$ cat config.mk
export PLATFORM = sky130hd
export DESIGN_NAME = irq_prio_ctrl
export DESIGN_NICKNAME = d
export VERILOG_FILES = /design/src/rtl/ipc_pkg.sv /design/src/rtl/ipc_pending.sv /design/src/rtl/ipc_arbiter.sv /design/src/rtl/ipc_lvl_stack.sv /design/src/rtl/ipc_vector.sv /design/src/rtl/irq_prio_ctrl.sv
export SDC_FILE = /design/constraint.sdc
export NUM_CORES = 1
export LEC_CHECK = 0
export BUFFER_PORTS_ARGS = -buffer_cell sky130_fd_sc_hd__buf_2
export CAP_MARGIN = 20
export CORE_UTILIZATION = 56
export DETAILED_ROUTE_END_ITERATION = 16
export PLACE_DENSITY = 0.78
export REMOVE_ABC_BUFFERS = 1
export SYNTH_ARGS = -nofsm -noshare
export SYNTH_HDL_FRONTEND = slang
export SYNTH_SLANG_ARGS = --single-unit
$ cat constraint.sdc
create_clock -name clk -period 26.8 [get_ports clk]
set_input_delay 1.34 -clock clk [delete_from_list [all_inputs] [get_ports clk]]
set_output_delay 1.34 -clock clk [all_outputs]
set_load 0.02 [all_outputs]
$ cat src/rtl/ipc_pkg.sv
package ipc_pkg;

    typedef enum logic [1:0] {
        ST_IDLE      = 2'd0,
        ST_OFFER     = 2'd1,
        ST_NMI_OFFER = 2'd2,
        ST_NMI_SVC   = 2'd3
    } ipc_state_e;

    localparam logic [3:0] SEL_ENABLE    = 4'h0;
    localparam logic [3:0] SEL_THRESH    = 4'h1;
    localparam logic [3:0] SEL_MODE      = 4'h2;
    localparam logic [3:0] SEL_SOFT      = 4'h3;
    localparam logic [3:0] SEL_PRIO_BASE = 4'h8;

    localparam logic [31:0] BASE_BOOT   = 32'hBFC0_0000;
    localparam logic [31:0] BASE_RUN    = 32'h8000_0000;
    localparam logic [31:0] OFS_GENERAL = 32'h0000_0180;
    localparam logic [31:0] OFS_LEVEL   = 32'h0000_0200;

endpackage

$ cat src/rtl/ipc_pending.sv
module ipc_pending #(
    parameter int NUM_HW = 11,
    parameter int NUM_SW = 2,
    parameter int IDX_W  = $clog2(NUM_HW + NUM_SW)
) (
    input  logic                       clk,
    input  logic                       rst_n,
    input  logic [NUM_HW-1:0]          hw_req,
    input  logic [NUM_SW-1:0]          sw_bits,
    input  logic                       clr_valid,
    input  logic [IDX_W-1:0]           clr_idx,
    output logic [NUM_HW+NUM_SW-1:0]   pend
);

    // Edge-latched hardware lines; set beats clear in the same cycle.
    for (genvar g = 0; g < NUM_HW; g++) begin : g_hw
        logic prev_q;
        logic pend_q;
        logic rise;
        logic clr_hit;

        assign rise    = hw_req[g] & ~prev_q;
        assign clr_hit = clr_valid && (clr_idx == IDX_W'(g));

        always_ff @(posedge clk or negedge rst_n) begin
            if (!rst_n) begin
                prev_q <= 1'b0;
                pend_q <= 1'b0;
            end else begin
                prev_q <= hw_req[g];
                if (rise)
                    pend_q <= 1'b1;
                else if (clr_hit)
                    pend_q <= 1'b0;
            end
        end

        assign pend[g] = pend_q;
    end

    // Software requests are level-held by their register bits.
    for (genvar j = 0; j < NUM_SW; j++) begin : g_sw
        assign pend[NUM_HW + j] = sw_bits[j];
    end

endmodule

$ cat src/rtl/ipc_arbiter.sv
module ipc_arbiter #(
    parameter int NSRC  = 13,
    parameter int LVL_W = 4,
    parameter int IDX_W = $clog2(NSRC)
) (
    input  logic [NSRC-1:0]        pend,
    input  logic [NSRC-1:0]        en,
    input  logic [NSRC*LVL_W-1:0]  prio_flat,
    input  logic [LVL_W-1:0]       thresh,
    input  logic                   svc_busy,
    input  logic [LVL_W-1:0]       svc_level,
    output logic                   win_valid,
    output logic [IDX_W-1:0]       win_idx,
    output logic [LVL_W-1:0]       win_level
);

    logic [NSRC-1:0] elig;

    for (genvar g = 0; g < NSRC; g++) begin : g_elig
        logic [LVL_W-1:0] lvl;
        assign lvl     = prio_flat[g*LVL_W +: LVL_W];
        assign elig[g] = pend[g] && en[g] && (lvl >= thresh) &&
                         (!svc_busy || (lvl > svc_level));
    end

    // Ascending scan: strictly-greater replacement keeps the lowest index on ties.
    always_comb begin
        win_valid = 1'b0;
        win_idx   = '0;
        win_level = '0;
        for (int i = 0; i < NSRC; i++) begin
            if (elig[i] && (!win_valid || (prio_flat[i*LVL_W +: LVL_W] > win_level))) begin
                win_valid = 1'b1;
                win_idx   = IDX_W'(i);
                win_level = prio_flat[i*LVL_W +: LVL_W];
            end
        end
    end

endmodule

$ cat src/rtl/ipc_lvl_stack.sv
module ipc_lvl_stack #(
    parameter int DEPTH   = 16,
    parameter int LVL_W   = 4,
    parameter int DEPTH_W = $clog2(DEPTH + 1)
) (
    input  logic               clk,
    input  logic               rst_n,
    input  logic               push,
    input  logic [LVL_W-1:0]   push_level,
    input  logic               pop,
    output logic               busy,
    output logic [LVL_W-1:0]   top_level,
    output logic [DEPTH_W-1:0] depth
);

    localparam int PTR_W = (DEPTH > 1) ? $clog2(DEPTH) : 1;

    logic [LVL_W-1:0]   mem_q [DEPTH];
    logic [DEPTH_W-1:0] depth_q;

    always_ff @(posedge clk or negedge rst_n) begin
        if (!rst_n) begin
            depth_q <= '0;
            for (int i = 0; i < DEPTH; i++)
                mem_q[i] <= '0;
        end else begin
            if (push && pop && (depth_q != '0)) begin
                mem_q[PTR_W'(depth_q - 1'b1)] <= push_level;
            end else if (push) begin
                mem_q[depth_q[PTR_W-1:0]] <= push_level;
                depth_q <= depth_q + 1'b1;
            end else if (pop && (depth_q != '0)) begin
                depth_q <= depth_q - 1'b1;
            end
        end
    end

    assign busy      = (depth_q != '0);
    assign top_level = busy ? mem_q[PTR_W'(depth_q - 1'b1)] : '0;
    assign depth     = depth_q;


    no_overflow_chk: assert property (@(posedge clk) disable iff (!rst_n)
        (push && !pop) |-> (depth_q != DEPTH_W'(DEPTH)));

endmodule

$ cat src/rtl/ipc_vector.sv
module ipc_vector #(
    parameter int LVL_W   = 4,
    parameter int SPACE_W = 10
) (
    input  logic               is_nmi,
    input  logic [LVL_W-1:0]   level,
    input  logic               per_level,
    input  logic               boot,
    input  logic [SPACE_W-1:0] spacing,
    output logic [31:0]        addr
);

    import ipc_pkg::*;

    logic [31:0] ofs;
    logic [31:0] base;

    always_comb begin
        if (per_level && !is_nmi)
            ofs = OFS_LEVEL + (32'(level) * 32'(spacing));
        else
            ofs = OFS_GENERAL;
        base = boot ? BASE_BOOT : BASE_RUN;
        addr = base + ofs;
    end

endmodule

$ cat src/rtl/irq_prio_ctrl.sv
module irq_prio_ctrl #(
    parameter int NUM_EXT   = 10,
    parameter int LVL_W     = 4,
    parameter int SPACE_W   = 10,
    parameter int STK_DEPTH = 16,
    parameter int IDX_W     = $clog2(NUM_EXT + 3),
    parameter int DEPTH_W   = $clog2(STK_DEPTH + 1)
) (
    input  logic               clk,
    input  logic               rst_n,
    input  logic [NUM_EXT-1:0] ext_irq,
    input  logic               timer_irq,
    input  logic               nmi_in,
    input  logic               cfg_we,
    input  logic [3:0]         cfg_sel,
    input  logic [31:0]        cfg_wdata,
    input  logic               cpu_ack,
    input  logic               cpu_eoi,
    output logic               irq_req,
    output logic               irq_nmi,
    output logic [IDX_W-1:0]   irq_src,
    output logic [LVL_W-1:0]   irq_level,
    output logic [31:0]        irq_vector,
    output logic [DEPTH_W-1:0] svc_depth
);

    import ipc_pkg::*;

    localparam int NUM_HW   = NUM_EXT + 1;
    localparam int NUM_SW   = 2;
    localparam int NSRC     = NUM_HW + NUM_SW;
    localparam int PER_WORD = 32 / LVL_W;

    // ---------------- configuration registers ----------------
    logic [NSRC-1:0]       en_q;
    logic [NSRC*LVL_W-1:0] prio_q;
    logic [LVL_W-1:0]      thresh_q;
    logic                  per_level_q;
    logic                  boot_q;
    logic [SPACE_W-1:0]    spacing_q;
    logic [NUM_SW-1:0]     sw_q;

    always_ff @(posedge clk or negedge rst_n) begin
        if (!rst_n) begin
            en_q        <= '0;
            thresh_q    <= '0;
            per_level_q <= 1'b0;
            boot_q      <= 1'b1;
            spacing_q   <= '0;
            sw_q        <= '0;
        end else if (cfg_we) begin
            unique case (cfg_sel)
                SEL_ENABLE: en_q <= cfg_wdata[NSRC-1:0];
                SEL_THRESH: thresh_q <= cfg_wdata[LVL_W-1:0];
                SEL_MODE: begin
                    per_level_q <= cfg_wdata[0];
                    boot_q      <= cfg_wdata[1];
                    spacing_q   <= cfg_wdata[8 +: SPACE_W];
                end
                SEL_SOFT: sw_q <= cfg_wdata[NUM_SW-1:0];
                default: ;
            endcase
        end
    end

    for (genvar g = 0; g < NSRC; g++) begin : g_prio
        localparam int WORD = g / PER_WORD;
        localparam int SLOT = g % PER_WORD;
        always_ff @(posedge clk or negedge rst_n) begin
            if (!rst_n)
                prio_q[g*LVL_W +: LVL_W] <= '0;
            else if (cfg_we && (cfg_sel == 4'(int'(SEL_PRIO_BASE) + WORD)))
                prio_q[g*LVL_W +: LVL_W] <= cfg_wdata[SLOT*LVL_W +: LVL_W];
        end
    end

    // ---------------- sequencer state ----------------
    ipc_state_e         state_q, state_d;
    logic [IDX_W-1:0]   src_q;
    logic [LVL_W-1:0]   lvl_q;
    logic [31:0]        vec_q;
    logic               nmi_q;
    logic               nmi_prev_q, nmi_pend_q;

    logic [NSRC-1:0]    pend;
    logic               win_valid;
    logic [IDX_W-1:0]   win_idx;
    logic [LVL_W-1:0]   win_level;
    logic               svc_busy;
    logic [LVL_W-1:0]   svc_top;
    logic [31:0]        vec_next;
    logic               take_mask;
    logic               take_nmi;
    logic               pop_req;

    assign take_mask = cpu_ack && (state_q == ST_OFFER);
    assign take_nmi  = cpu_ack && (state_q == ST_NMI_OFFER);
    assign pop_req   = cpu_eoi && (state_q != ST_NMI_SVC);

    ipc_pending #(
        .NUM_HW (NUM_HW),
        .NUM_SW (NUM_SW),
        .IDX_W  (IDX_W)
    ) u_pending (
        .clk       (clk),
        .rst_n     (rst_n),
        .hw_req    ({timer_irq, ext_irq}),
        .sw_bits   (sw_q),
        .clr_valid (take_mask),
        .clr_idx   (src_q),
        .pend      (pend)
    );

    ipc_lvl_stack #(
        .DEPTH   (STK_DEPTH),
        .LVL_W   (LVL_W),
        .DEPTH_W (DEPTH_W)
    ) u_stack (
        .clk        (clk),
        .rst_n      (rst_n),
        .push       (take_mask),
        .push_level (lvl_q),
        .pop        (pop_req),
        .busy       (svc_busy),
        .top_level  (svc_top),
        .depth      (svc_depth)
    );

    ipc_arbiter #(
        .NSRC  (NSRC),
        .LVL_W (LVL_W),
        .IDX_W (IDX_W)
    ) u_arb (
        .pend      (pend),
        .en        (en_q),
        .prio_flat (prio_q),
        .thresh    (thresh_q),
        .svc_busy  (svc_busy),
        .svc_level (svc_top),
        .win_valid (win_valid),
        .win_idx   (win_idx),
        .win_level (win_level)
    );

    ipc_vector #(
        .LVL_W   (LVL_W),
        .SPACE_W (SPACE_W)
    ) u_vec (
        .is_nmi    (state_d == ST_NMI_OFFER),
        .level     (win_level),
        .per_level (per_level_q),
        .boot      (boot_q),
        .spacing   (spacing_q),
        .addr      (vec_next)
    );

    // Non-maskable edge latch; a new edge wins over the clearing acknowledge.
    always_ff @(posedge clk or negedge rst_n) begin
        if (!rst_n) begin
            nmi_prev_q <= 1'b0;
            nmi_pend_q <= 1'b0;
        end else begin
            nmi_prev_q <= nmi_in;
            if (nmi_in && !nmi_prev_q)
                nmi_pend_q <= 1'b1;
            else if (take_nmi)
                nmi_pend_q <= 1'b0;
        end
    end

    // Next-state logic
    always_comb begin
        state_d = state_q;
        unique case (state_q)
            ST_IDLE: begin
                if (nmi_pend_q)
                    state_d = ST_NMI_OFFER;
                else if (win_valid)
                    state_d = ST_OFFER;
            end
            ST_OFFER: begin
                if (cpu_ack)
                    state_d = ST_IDLE;
                else if (nmi_pend_q)
                    state_d = ST_NMI_OFFER;
                else if (!win_valid)
                    state_d = ST_IDLE;
            end
            ST_NMI_OFFER: begin
                if (cpu_ack)
                    state_d = ST_NMI_SVC;
            end
            ST_NMI_SVC: begin
                if (cpu_eoi)
                    state_d = ST_IDLE;
            end
        endcase
    end

    // State register
    always_ff @(posedge clk or negedge rst_n) begin
        if (!rst_n)
            state_q <= ST_IDLE;
        else
            state_q <= state_d;
    end

    // Registered offer contents
    always_ff @(posedge clk or negedge rst_n) begin
        if (!rst_n) begin
            src_q <= '0;
            lvl_q <= '0;
            vec_q <= '0;
            nmi_q <= 1'b0;
        end else begin
            unique case (state_d)
                ST_OFFER: begin
                    src_q <= win_idx;
                    lvl_q <= win_level;
                    vec_q <= vec_next;
                    nmi_q <= 1'b0;
                end
                ST_NMI_OFFER: begin
                    src_q <= '0;
                    lvl_q <= '0;
                    vec_q <= vec_next;
                    nmi_q <= 1'b1;
                end
                default: ;
            endcase
        end
    end

    assign irq_req    = (state_q == ST_OFFER) || (state_q == ST_NMI_OFFER);
    assign irq_nmi    = nmi_q;
    assign irq_src    = src_q;
    assign irq_level  = lvl_q;
    assign irq_vector = vec_q;


    thresh_gate_chk: assert property (@(posedge clk) disable iff (!rst_n)
        win_valid |-> (win_level >= thresh_q));


    nest_strict_chk: assert property (@(posedge clk) disable iff (!rst_n)
        (win_valid && svc_busy) |-> (win_level > svc_top));


    nmi_takeover_chk: assert property (@(posedge clk) disable iff (!rst_n)
        (nmi_pend_q && ((state_q == ST_IDLE) || ((state_q == ST_OFFER) && !cpu_ack)))
        |=> (irq_req && irq_nmi));


    ack_push_chk: assert property (@(posedge clk) disable iff (!rst_n)
        (take_mask && !cpu_eoi) |=> (svc_depth == DEPTH_W'($past(svc_depth) + 1'b1)));

endmodule

# Word level (Yosys, flattened, before mapping)
# Index checks and enable logic that the tools add are counted.
totals:
  reg_bits: 219
  inputBits: 53
  word_cells: 387
classes:
  add_sub_neg: 4
  mul: 1
  n_lt_le_gt_ge: 42
  eq_ne: 21
  n_mux: 89
  bitwise: 25
  reduce_logical: 140
ops:
  columns: ["op", "count"]
  rows:
  - ["$bwmux W64", 2]
  - ["$mux W64", 2]
  - ["$gt A4 B4 Y1", 25]
  - ["$mux W4", 23]
  - ["$logic_and A1 B1 Y1", 74]
  - ["$ge A4 B4 Y1", 13]
  - ["$mux W1", 38]
  - ["$add A32 B32 Y32", 1]
  - ["$demux W4 S4", 2]
  - ["$mux W32", 1]
  - ["$mux W30", 1]
  - ["$reduce_bool A2 Y1", 15]
  - ["$logic_or A1 B1 Y1", 26]
  - ["$eq A4 B4 Y1 const B", 5]
  - ["$mux W2", 9]
  - ["$bmux W4 S4", 1]
  - ["$eq A4 B2 Y1 const B", 4]
  - ["$eq A4 B3 Y1 const B", 4]
  - ["$pmux W4 S2", 2]
  - ["$add A10 B14 Y15 const A", 1]
  - ["$logic_not A1 Y1", 15]
  - ["$mul A4 B10 Y14", 1]
  - ["$mux W3", 4]
  - ["$not A1 Y1", 12]
  - ["other kinds (18)", 41]

# Depth between registers and ports, before layout
logic_depth:
  word_depth: 67
  mapped_depth: 147
  mapped_depth_nobuf: 138

# Cells and area by module
# A second synthesis with hierarchy kept.
unflattened:
  hier_cells: 1572
  area_unflattened_um2: 16505.8
by_module_without_submodules:
  columns: ["module", "n_inst", "cells_each", "area_per_inst_um2", "seq_area_each_um2"]
  rows:
  - ["irq_prio_ctrl", 1, 319, 5143.7, 3204.3]
  - ["ipc_arbiter", 1, 578, 4693.3, 0.0]
  - ["ipc_lvl_stack", 1, 420, 4310.4, 1726.7]
  - ["ipc_vector", 1, 179, 1506.4, 0.0]
  - ["ipc_pending", 1, 76, 852.1, 550.5]

# Least setup slack after synthesis
# Ideal clock, no wire load.
synth_path:
  kind: "register -> register"
  from: "register u_stack.depth_q[0], in the netlist u_stack.depth[0]"
  to: "register vec_q[14], in the netlist irq_vector[14]"
  setup_ps: 131
  t_arrival_ps: 26265
  required_time_ps: 26669
  slack_ps: 404
  path_stages_with_launch: 140
  n_path_buf: 7
  path_cell_list: "dfrtp_1 -> clkbuf_1 -> clkbuf_1 -> inv_1 -> ha_1 -> buf_1 -> mux4_2 -> and2_1 -> a211oi_1 -> a211oi_1 -> ha_1 -> nand4_1 -> o211ai_1 -> a31o_4 -> nor2_2 -> nand2_1 -> ha_1 -> a21oi_1 -> (+104 left out) -> a311oi_2 -> nor2_1 -> fa_1 -> fa_1 -> ha_1 -> ha_1 -> a21o_1 -> a21oi_1 -> nor2b_1 -> o21a_1 -> o21ai_0 -> nand2b_1 -> a21oi_1 -> o21bai_1 -> a21oi_1 -> o21bai_1 -> a21oi_1 -> o21ai_0"
synth_between:
  elab_chain_cells: 67
  word_cells_on_any_way: 136
  classes_between: "add/sub: 3; mul: 1; order compare: 25; eq/ne: 2; mux: 37; bitwise: 1; reduce/logical: 67"
synth_lines:
  columns: ["element", "line_no", "rtl"]
  rows:
  - ["from (decl)", "ipc_lvl_stack.sv:19", "logic [DEPTH_W-1:0] depth_q;"]
  - ["from (signal assigned)", "ipc_lvl_stack.sv:31", "depth_q <= depth_q + 1'b1;"]
  - ["from (signal assigned)", "ipc_lvl_stack.sv:33", "depth_q <= depth_q - 1'b1;"]
  - ["branches (longest 67 deep; another with $sub A5 B1 Y5)", null, null]
  - ["to (signal assigned)", "irq_prio_ctrl.sv:220", "vec_q <= vec_next;"]
  - ["to (signal assigned)", "irq_prio_ctrl.sv:226", "vec_q <= vec_next;"]
  - ["to (decl)", "irq_prio_ctrl.sv:81", "logic [31:0] vec_q;"]
# Parallel ways; which one is timed is not known. The select of a mux whose other input is x is not followed.
# A chain may end at the register's enable or synchronous reset.

# Worst setup path after layout
layout_path:
  from: "register u_stack.depth_q[1], in the netlist u_stack.depth[1]"
  to: "register vec_q[13], in the netlist irq_vector[13]"
# The elaborated chain is that of the path after synthesis.

==> impl_metrics.toml <==
[final_layout]
drive_gt1_share_pct = 24.9
final_nets = 1835
multi_input_area_um2 = 9250
utilization_pct = 64.8
syn_to_final_growth_pct = 14.1
layout.cells.most_common = "dfrtp_1"
final.fill_count = 2028
seqCellArea_um2 = 5110
stdcell_count = 1931
layout_common_cells = "dfrtp_1 (201), ha_1 (188), nand2_1 (140)"

[floorplanning]
die_w_um = 164
die_area_um2 = 27000
fp-row-count = 59
initial_utilization_pct = 56.8
num_io_pins = 100
die_y_um = 164
core_um2 = 26000

[logic_synthesis]
async_flop_share_pct = 100
synth_edf_count = 0
ys.flop_type = "dfrtp_1"
synthCells = 1455
syn_area_um2 = 14800
synth_warnings = 0
synth-seq-cells = 204
yosysSeqAreaShare_pct = 34.6
synth_area_per_cell_um2 = 10.1
synth_cell_type_count = 88

[global_route]
grt.total_usage_pct = 29.7
grt_max_degree = 74
antenna_found_initial = 0
grt_pass1_vias = 11600
overflow = 0
grt_pass1_wl_um = 62100

[clock_network]
htree_levels = 1
numCtsBuffers = 24
cts_buffer_depth = 3
hold_buffers = 0
clock-sinks = 204
cts_root_buf = "clkbuf_16"
clkTransAtPathRegs_ns = 0.07
clock_latency_ns = 0.55
tritoncts = "yes"

[detailed_routing]
vias = 11900
firstDrtPassIters = 5
drt-initial-drc-count = 1068
routedWlPerCell_um = 20.6
drc = 0
antenna_left = 0
avgViaCountPerCell = 6.17
wl_um = 39800

[setup_path]
endpoint_kind = "register"
arrival_ns = 25.74
start_kind = "register"
critPathKind = "reg -> reg"
crit_path_max_incr_delay_ns = 0.58
critical_path_required_ns = 27.20
crit_top_cell = "ha_1"
slowest_stage = "or4_1"
crit_fanout = 17

[sta]
hold_slack_ns = 0.420
finalSetupViolCount = 0
worst_slew_pin_slew_ns = 0.897
finClkSkew_ns = 0.0307
hold_violations = 0
max_freq_ghz = 0.0395
slew_headroom_pct = 40.2
layout_min_cycle_time_ns = 25.34
final-max-slew-violation-count = 0
timing.final.crit_share_pct = 94.6

[place]
place_congestion = 0.973
portBuffers = 91
dp_hpwl_um = 29000
place_inst = 1862

[min_path]
hold_class = "reg -> reg"

[run_status]
status = "completed"

[flow_run]
maxCapViolCount = 0
[sequential cells by signal (all words and copies together), names as in the netlist, 2 cells and up]
register and count:
en_q 13, irq_level 4, irq_src 4, irq_vector 17
prio_q 52, spacing_q 10, state_q 2, sw_q 2
thresh_q 4, u_pending.g_hw.pend_q 11, u_pending.g_hw.prev_q 11, u_stack.depth 5
u_stack.mem_q 64
[cells in the mapped netlist (all sizes together), types with 9 or more instances]
cell | n | area (µm²)
nand3b | 10 | 75.1
nand4 | 15 | 93.8
nor2b | 26 | 163
a21o | 21 | 158
xnor2 | 11 | 96.3
inv | 83 | 312
fa | 17 | 340
or2 | 9 | 56.3
and2 | 10 | 62.6
a21oi | 51 | 255
nand2b | 30 | 188
a211oi | 10 | 87.6
clkbuf | 25 | 93.8
mux2 | 139 | 1570
nand3 | 28 | 140
o22ai | 10 | 76.3
nand2 | 141 | 529
mux4 | 16 | 360
o21ai | 120 | 612
nor3 | 13 | 65.1
o21a | 19 | 143
nor2 | 79 | 304
ha | 188 | 2350
buf | 30 | 195
dfrtp | 203 | 5080
and3 | 13 | 81.3
o211ai | 12 | 95.1
[worst paths after layout]
path	start	endpoint	slack (ns)	cells past startpoint
setup reg to reg	u_stack.depth[1]$_DFFE_PN0P_	irq_vector[13]$_DFFE_PN0P_	1.46	133
min in group asynchronous	rst_n	prio_q[22]$_DFFE_PN0P_	0.78	1
setup / recovery	u_stack.depth[1]$_DFFE_PN0P_	irq_vector[13]$_DFFE_PN0P_	1.46	133
max in group asynchronous	rst_n	u_stack.depth[2]$_DFFE_PN0P_	23.83	3
hold / removal	u_pending.g_hw[5].prev_q$_DFF_PN0_	u_pending.g_hw[5].pend_q$_DFFE_PN0P_	0.42	1
hold reg to reg	u_pending.g_hw[5].prev_q$_DFF_PN0_	u_pending.g_hw[5].pend_q$_DFFE_PN0P_	0.42	1
[area by class of cell]
| cell class | instances | share of cell area, % |
|---|---|---|
| Multi-Input combinational cell | 1120 | 54.9 |
| Sequential cell | 204 | 30.3 |
| Timing Repair Buffer | 144 | 5.22 |
| Inverter | 83 | 1.85 |
| Clock inverter | 14 | 1.32 |
| Tap cell | 335 | 2.49 |
| Antenna cell | 1 | 0.0149 |
| Clock buffer | 30 | 3.88 |
[routing by layer]
metal | routed length, µm | GRT usage, %
met5 | 0 | 0
met4 | 1670 | 12.2
met3 | 2580 | 4.42
met2 | 18600 | 49.0
met1 | 16900 | 39.3
[cell families after synthesis]
family / synth area share, %
compound gates: 15.6
xor+xnor: 0.949
fa+ha+maj: 18.3
buf+inv: 4.07
flops: 34.6
mux: 13.6
other cells: 0.0254
simple gates: 12.8
[timing repair]
action | 4_1_cts | 5_1_grt
pin swaps | 0 | 10
setup buffers | 0 | 24
endpoints found under the setup margin | 3 | 13
resized for setup | 2 | 43
[critical path, delay by kind of cell, from the launching register on]
family                     cells  cell delay (ns)
and+or+nand+nor               38             5.11
xor gates and xnor gates       1             0.14
AOI/OAI and AO/OA             62            10.50
buffers and inverters          7             1.08
muxes                          7             2.31
DFF                            1             0.37
adders and majority gates     18             5.66
[through the flow]
step	area [µm²]	worst slack [ns]	TNS (ns)
after floorplan	14500	0.639	0
final	16800	1.46	0
after global placement	15600	0.926	0
after CTS	16500	0.0859	0
after global routing	16800	-0.178	-0.332
after detailed placement	15600	0.0206	0
Power is left out: the tool's default activity adds up to more than one toggle a clock period on the data nets, which glitch-free logic cannot reach.
